$ cat src/rtl/pdt_pkg.sv
package pdt_pkg;
  typedef enum logic [1:0] {
    MODE_DT  = 2'b00,
    MODE_POS = 2'b01,
    MODE_NEG = 2'b10
  } leg_mode_e;

  // returns {hi, lo} for a mode and command level
  function automatic logic [1:0] gate_map(leg_mode_e m, logic cmd);
    case (m)
      MODE_POS: gate_map = {cmd, 1'b0};
      MODE_NEG: gate_map = {1'b0, ~cmd};
      default:  gate_map = {cmd, ~cmd};
    endcase
  endfunction
endpackage

$ cat src/rtl/pdt_edge_tracker.sv
module pdt_edge_tracker (
  input  logic clk,
  input  logic rst,
  input  logic pwm_in,
  output logic pwm_edge
);
  logic pwm_q;

  always_ff @(posedge clk) begin
    if (rst) pwm_q <= 1'b0;
    else     pwm_q <= pwm_in;
  end

  assign pwm_edge = !rst && (pwm_in != pwm_q);
endmodule

$ cat src/rtl/pdt_dead_counter.sv
module pdt_dead_counter #(
  parameter int DTW = 8
) (
  input  logic           clk,
  input  logic           rst,
  input  logic [DTW-1:0] dt_in,
  input  logic           load_ok,
  input  logic           start,
  output logic           hold
);
  localparam logic [DTW-1:0] ONE = DTW'(1);

  logic [DTW-1:0] dt_len;
  logic [DTW-1:0] cnt;
  logic [DTW-1:0] n_eff;

  always_ff @(posedge clk) begin
    if (rst || load_ok) dt_len <= dt_in;
  end

  assign n_eff = (dt_len == '0) ? ONE : dt_len;

  always_ff @(posedge clk) begin
    if (rst)              cnt <= '0;
    else if (start)       cnt <= n_eff;
    else if (cnt != '0)   cnt <= cnt - ONE;
  end

  assign hold = start || (cnt > ONE);

  a_r8_start_loads: assert property (@(posedge clk) disable iff (rst)
    start |=> (cnt != '0));
endmodule

$ cat src/rtl/pdt_leg_gate.sv
module pdt_leg_gate #(
  parameter int DTW = 8
) (
  input  logic           clk,
  input  logic           rst,
  input  logic           pwm_cmd,
  input  logic           cur_neg,
  input  logic           near_zero,
  input  logic [DTW-1:0] dt_cycles,
  output logic           gate_hi,
  output logic           gate_lo,
  output logic [1:0]     mode
);
  import pdt_pkg::*;

  leg_mode_e mode_q, mode_req, mode_nxt;
  logic      pwm_edge, start, hold, both_off;
  logic [1:0] gates_nxt;

  pdt_edge_tracker u_edge (
    .clk(clk), .rst(rst), .pwm_in(pwm_cmd), .pwm_edge(pwm_edge)
  );

  assign both_off = !gate_hi && !gate_lo;

  pdt_dead_counter #(.DTW(DTW)) u_dead (
    .clk(clk), .rst(rst), .dt_in(dt_cycles), .load_ok(both_off),
    .start(start), .hold(hold)
  );

  always_comb begin
    if (near_zero)    mode_req = MODE_DT;
    else if (cur_neg) mode_req = MODE_NEG;
    else              mode_req = MODE_POS;
  end

  assign mode_nxt  = pwm_edge ? mode_req : mode_q;
  assign start     = pwm_edge && ((mode_req != mode_q) || (mode_req == MODE_DT));
  assign gates_nxt = hold ? 2'b00 : gate_map(mode_nxt, pwm_cmd);

  always_ff @(posedge clk) begin
    if (rst) begin
      mode_q  <= MODE_DT;
      gate_hi <= 1'b0;
      gate_lo <= 1'b0;
    end else begin
      mode_q  <= mode_nxt;
      gate_hi <= gates_nxt[1];
      gate_lo <= gates_nxt[0];
    end
  end

  assign mode = mode_q;

  a_r1_reset_state: assert property (@(posedge clk)
    rst |=> (!gate_hi && !gate_lo && mode_q == MODE_DT));
  a_r7_exclusive: assert property (@(posedge clk) disable iff (rst)
    !(gate_hi && gate_lo));
  a_r7_hi_after_lo_off: assert property (@(posedge clk) disable iff (rst)
    $rose(gate_hi) |-> $past(!gate_lo));
  a_r7_lo_after_hi_off: assert property (@(posedge clk) disable iff (rst)
    $rose(gate_lo) |-> $past(!gate_hi));
  a_r2_pos_lo_idle: assert property (@(posedge clk) disable iff (rst)
    (mode_q == MODE_POS) |-> !gate_lo);
  a_r3_neg_hi_idle: assert property (@(posedge clk) disable iff (rst)
    (mode_q == MODE_NEG) |-> !gate_hi);
  a_r5_mode_on_edge: assert property (@(posedge clk) disable iff (rst)
    (mode_q != $past(mode_q)) |-> $past(pwm_edge));
  a_r6_change_blanks: assert property (@(posedge clk) disable iff (rst)
    (mode_q != $past(mode_q)) |-> (!gate_hi && !gate_lo));
endmodule

$ cat config.mk
export PLATFORM = sky130hd
export DESIGN_NAME = pdt_leg_gate
export DESIGN_NICKNAME = d
export VERILOG_FILES = /design/src/rtl/pdt_pkg.sv /design/src/rtl/pdt_edge_tracker.sv /design/src/rtl/pdt_dead_counter.sv /design/src/rtl/pdt_leg_gate.sv
export SDC_FILE = /design/constraint.sdc
export NUM_CORES = 1
export LEC_CHECK = 0
export BUFFER_PORTS_ARGS = -buffer_cell sky130_fd_sc_hd__buf_2
export CAP_MARGIN = 20
export CORE_ASPECT_RATIO = 0.75
export CORE_MARGIN = 2
export CORE_UTILIZATION = 55
export CTS_CLUSTER_SIZE = 20
export DETAILED_ROUTE_END_ITERATION = 7
export PLACE_DENSITY = 0.79
export SYNTH_ARGS = -nofsm -noshare
export SYNTH_HDL_FRONTEND = slang
export SYNTH_SLANG_ARGS = --single-unit
$ cat constraint.sdc
create_clock -name clk -period 5.7 [get_ports clk]
set_clock_uncertainty 0.1 [all_clocks]
set_input_delay 1.425 -clock clk [delete_from_list [all_inputs] [get_ports clk]]
set_output_delay 1.425 -clock clk [all_outputs]
set_load 0.02 [all_outputs]
==> results_dict.tcl <==
set metrics [dict create \
    status "complete, no violations" \
    gp_congestion 0.789 \
    placed_area_mm2 0.00109 \
    hp-class "reg2reg" \
    synth.top_cell.area_share_pct 26.2 \
    synth_seq_area_share_pct 50.3 \
    hold_path_startpoint "u_dead.dt_len[1]" \
    synthArstFlopShare_pct 0 \
    path_cells "buf_2 -> xnor2_1 -> nor2_1 -> mux2i_1 -> inv_1 -> ha_1 -> o21ai_0 -> nor2_1" \
    synth_top_flop_cell "dfxtp_1" \
    hold_end "u_dead.cnt[1]" \
    drtPass1Iterations 5 \
    p_per_area_mw_per_mm2 392 \
    track_usage_pct 19.0 \
    cts.root.buffer_cell "clkbuf_4" \
    rsz0062_at_grt "false" \
    maxSlewViolCount 0 \
    syn_inst 93 \
    slowest_delay_ps 380 \
    clock_latency_ps 300 \
    yosysTopAreaCell "dfxtp_1" \
    syn-num-nets 111 \
    area_growth_pct 13.0 \
    antenna_cells 0 \
    cts_setup_buffers 0 \
    required_ps 5800 \
    crit_type "in2reg" \
    r2r_slack_ps 3640 \
    place_hpwl_um 1310 \
    portBuffers 16 \
    relSlewSlack_pct 54.9 \
    reg2reg_to "gate_lo" \
    max_freq_mhz 357 \
    critPathMostFrequentCell "nor2_1" \
    num_vias 724 \
    hold_viol 0 \
    antenna_found_initial 0 \
    drv_cap 0 \
    cts.repair.resized 0 \
    hold_buffers 0 \
    netlist_top_cells_count "dfxtp_1, edfxtp_1, nor2_1" \
    clockPowerShare_pct 15.7 \
    die_w_um 53.1 \
    grt_pass1_vias 595 \
    ys_seq_elements 21 \
    viasPerCell 5.44 \
    swShare_pct 34.7 \
    worst_pin_slew_ps 676 \
    grt_first_pass_wirelength_um 2700 \
    fin_util_pct 65.2 \
    path_clk_slew_ps 110 \
    yosysUniqueCellTypes 32 \
    dieArea_mm2 0.00217 \
    syn_area_per_cell_um2 10.7 \
    drc 0 \
    drtIter0Drc 19 \
    cts.path.max_buffers 2 \
    wire_per_inst_um 13.3 \
    holdPathStages 2 \
    yosysWarnings 0 \
    pwr-share-comb_pct 35.7 \
    switchingPower_mw 0.153 \
    drive_gt1_share_pct 22.5 \
    ant_nets 0 \
    power_frac_seq_pct 48.7 \
    initial_core_util_pct 57.7 \
    grt_max_degree 17 \
    fin_crit_ps 2800 \
    crit_path_max_fanout 4 \
    crit-reg2reg-launch "u_dead.cnt[2]" \
    rows 13 \
    synth_edf_count 8 \
    fin_tns_setup_ps 0 \
    die_y_um 40.8 \
    cts_tree "yes" \
    core_mm2 0.00172 \
    p_total_mw 0.440 \
    grt_overflow 0 \
    internal-power_mw 0.288 \
    design_area_mm2 0.00112 \
    slowest_stage "mux2i_1" \
    period_share_pct 49.2 \
    yosys-top-cells-area "dfxtp_1, edfxtp_1, ha_1" \
    critPathArrivalTime_ps 2900 \
    ff2ff_path_depth 4 \
    setup-violations-final 0 \
    cts.sinks 21 \
    numCtsBuffers 3 \
    synthesis.area_um2 995 \
    htree_levels 1 \
    crit_path_end_kind "flop" \
    finalNetCount 130 \
    peakVddDrop_mv 0.200 \
    post-synth-top-count-cell "dfxtp_1" \
    io_pins 17 \
    startpoint_type "primary input" \
    wl_um 1760 \
    p_leak_nw 0.458 \
]
-- power groups by stage --
stage / clock network [mW] / logic (mW) / registers [mW]
4_1_cts: 0.0710 / 0.157 / 0.214
2_1_floorplan: 0 / 0.126 / 0.213
6_report: 0.0690 / 0.157 / 0.214
5_1_grt: 0.0776 / 0.174 / 0.218
3_3_place_gp: 0 / 0.153 / 0.215
3_5_place_dp: 0 / 0.154 / 0.217
-- routing by layer --
metal,wire length (µm),vias to the layer above,part of all wire [%],global-route usage (%)
met5,0,-,0,0
met4,16,0,0.91,7.69
met3,142,2,8.1,5.47
met2,730,33,41,28.4
met1,874,323,50,26.4
li1,-,366,-,-
-- critical path, delay by kind of cell --
kind | cells | cell delay [ps]
XOR/XNOR | 1 | 160
multiplexers | 1 | 380
AO/OA/AOI/OAI | 1 | 160
AND/OR/NAND/NOR | 2 | 280
adder cells (fa/ha/maj) | 1 | 290
buffers and inverters | 2 | 200
-- sequential cells by signal, indices dropped and copies added (netlist names) --
register	cells
gate_hi	1
gate_lo	1
mode	2
u_dead.cnt	8
u_dead.dt_len	8
u_edge.pwm_q	1
-- layout by cell type, fill, tap and decap left out, drive strengths merged --
cell type / n
nand2b: 1
nor4: 4
a21oi: 3
dfxtp: 13
nor2b: 3
mux2: 1
o31ai: 1
nor4bb: 1
or4: 3
o21ai: 4
xnor2: 6
buf: 16
ha: 5
inv: 4
nor2: 8
or3: 3
edfxtp: 8
o21a: 1
o41ai: 2
nand2: 7
nor3: 5
o21bai: 1
xor2: 1
mux2i: 2
clkbuf: 5
nor3b: 2
nor4b: 1
-- stage by stage --
stage / hold slack (ps) / setup WS [ps] / std cells
floorplan: 339 / 2970 / 93
global placement: 372 / 2560 / 128
detailed placement: 366 / 2430 / 128
CTS: 385 / 2760 / 132
global route: 428 / 2790 / 133
finish: 386 / 2900 / 133
-- worst max-delay path by stage --
stage | start | end | slack, ps | cells past startpoint
global placement | pwm_cmd | gate_hi | 2560 | 5
finish | pwm_cmd | gate_hi | 2900 | 8
CTS | pwm_cmd | gate_hi | 2760 | 5
global route | pwm_cmd | gate_hi | 2790 | 8
detailed placement | pwm_cmd | gate_hi | 2430 | 5
floorplan | pwm_cmd | gate_hi | 2970 | 7
-- layout make-up --
cell class,count,area (µm²)
Fill cell,157,601
Sequential cell,21,500
Multi-Input combinational cell,65,467
Timing Repair Buffer,17,87.6
Tap cell,22,27.5
Clock buffer,4,26.3
Inverter,4,15.0
-- kinds of logic after synthesis --
| family | share of synthesized area [%] |
|---|---|
| AOI/OAI and AO/OA | 7.55 |
| xor gates and xnor gates | 6.16 |
| adders and majority gates | 6.29 |
| buffers and inverters | 2.77 |
| DFF | 50.3 |
| muxes | 3.14 |
| and+or+nand+nor | 23.8 |
(Power assumes the default switching activity.)
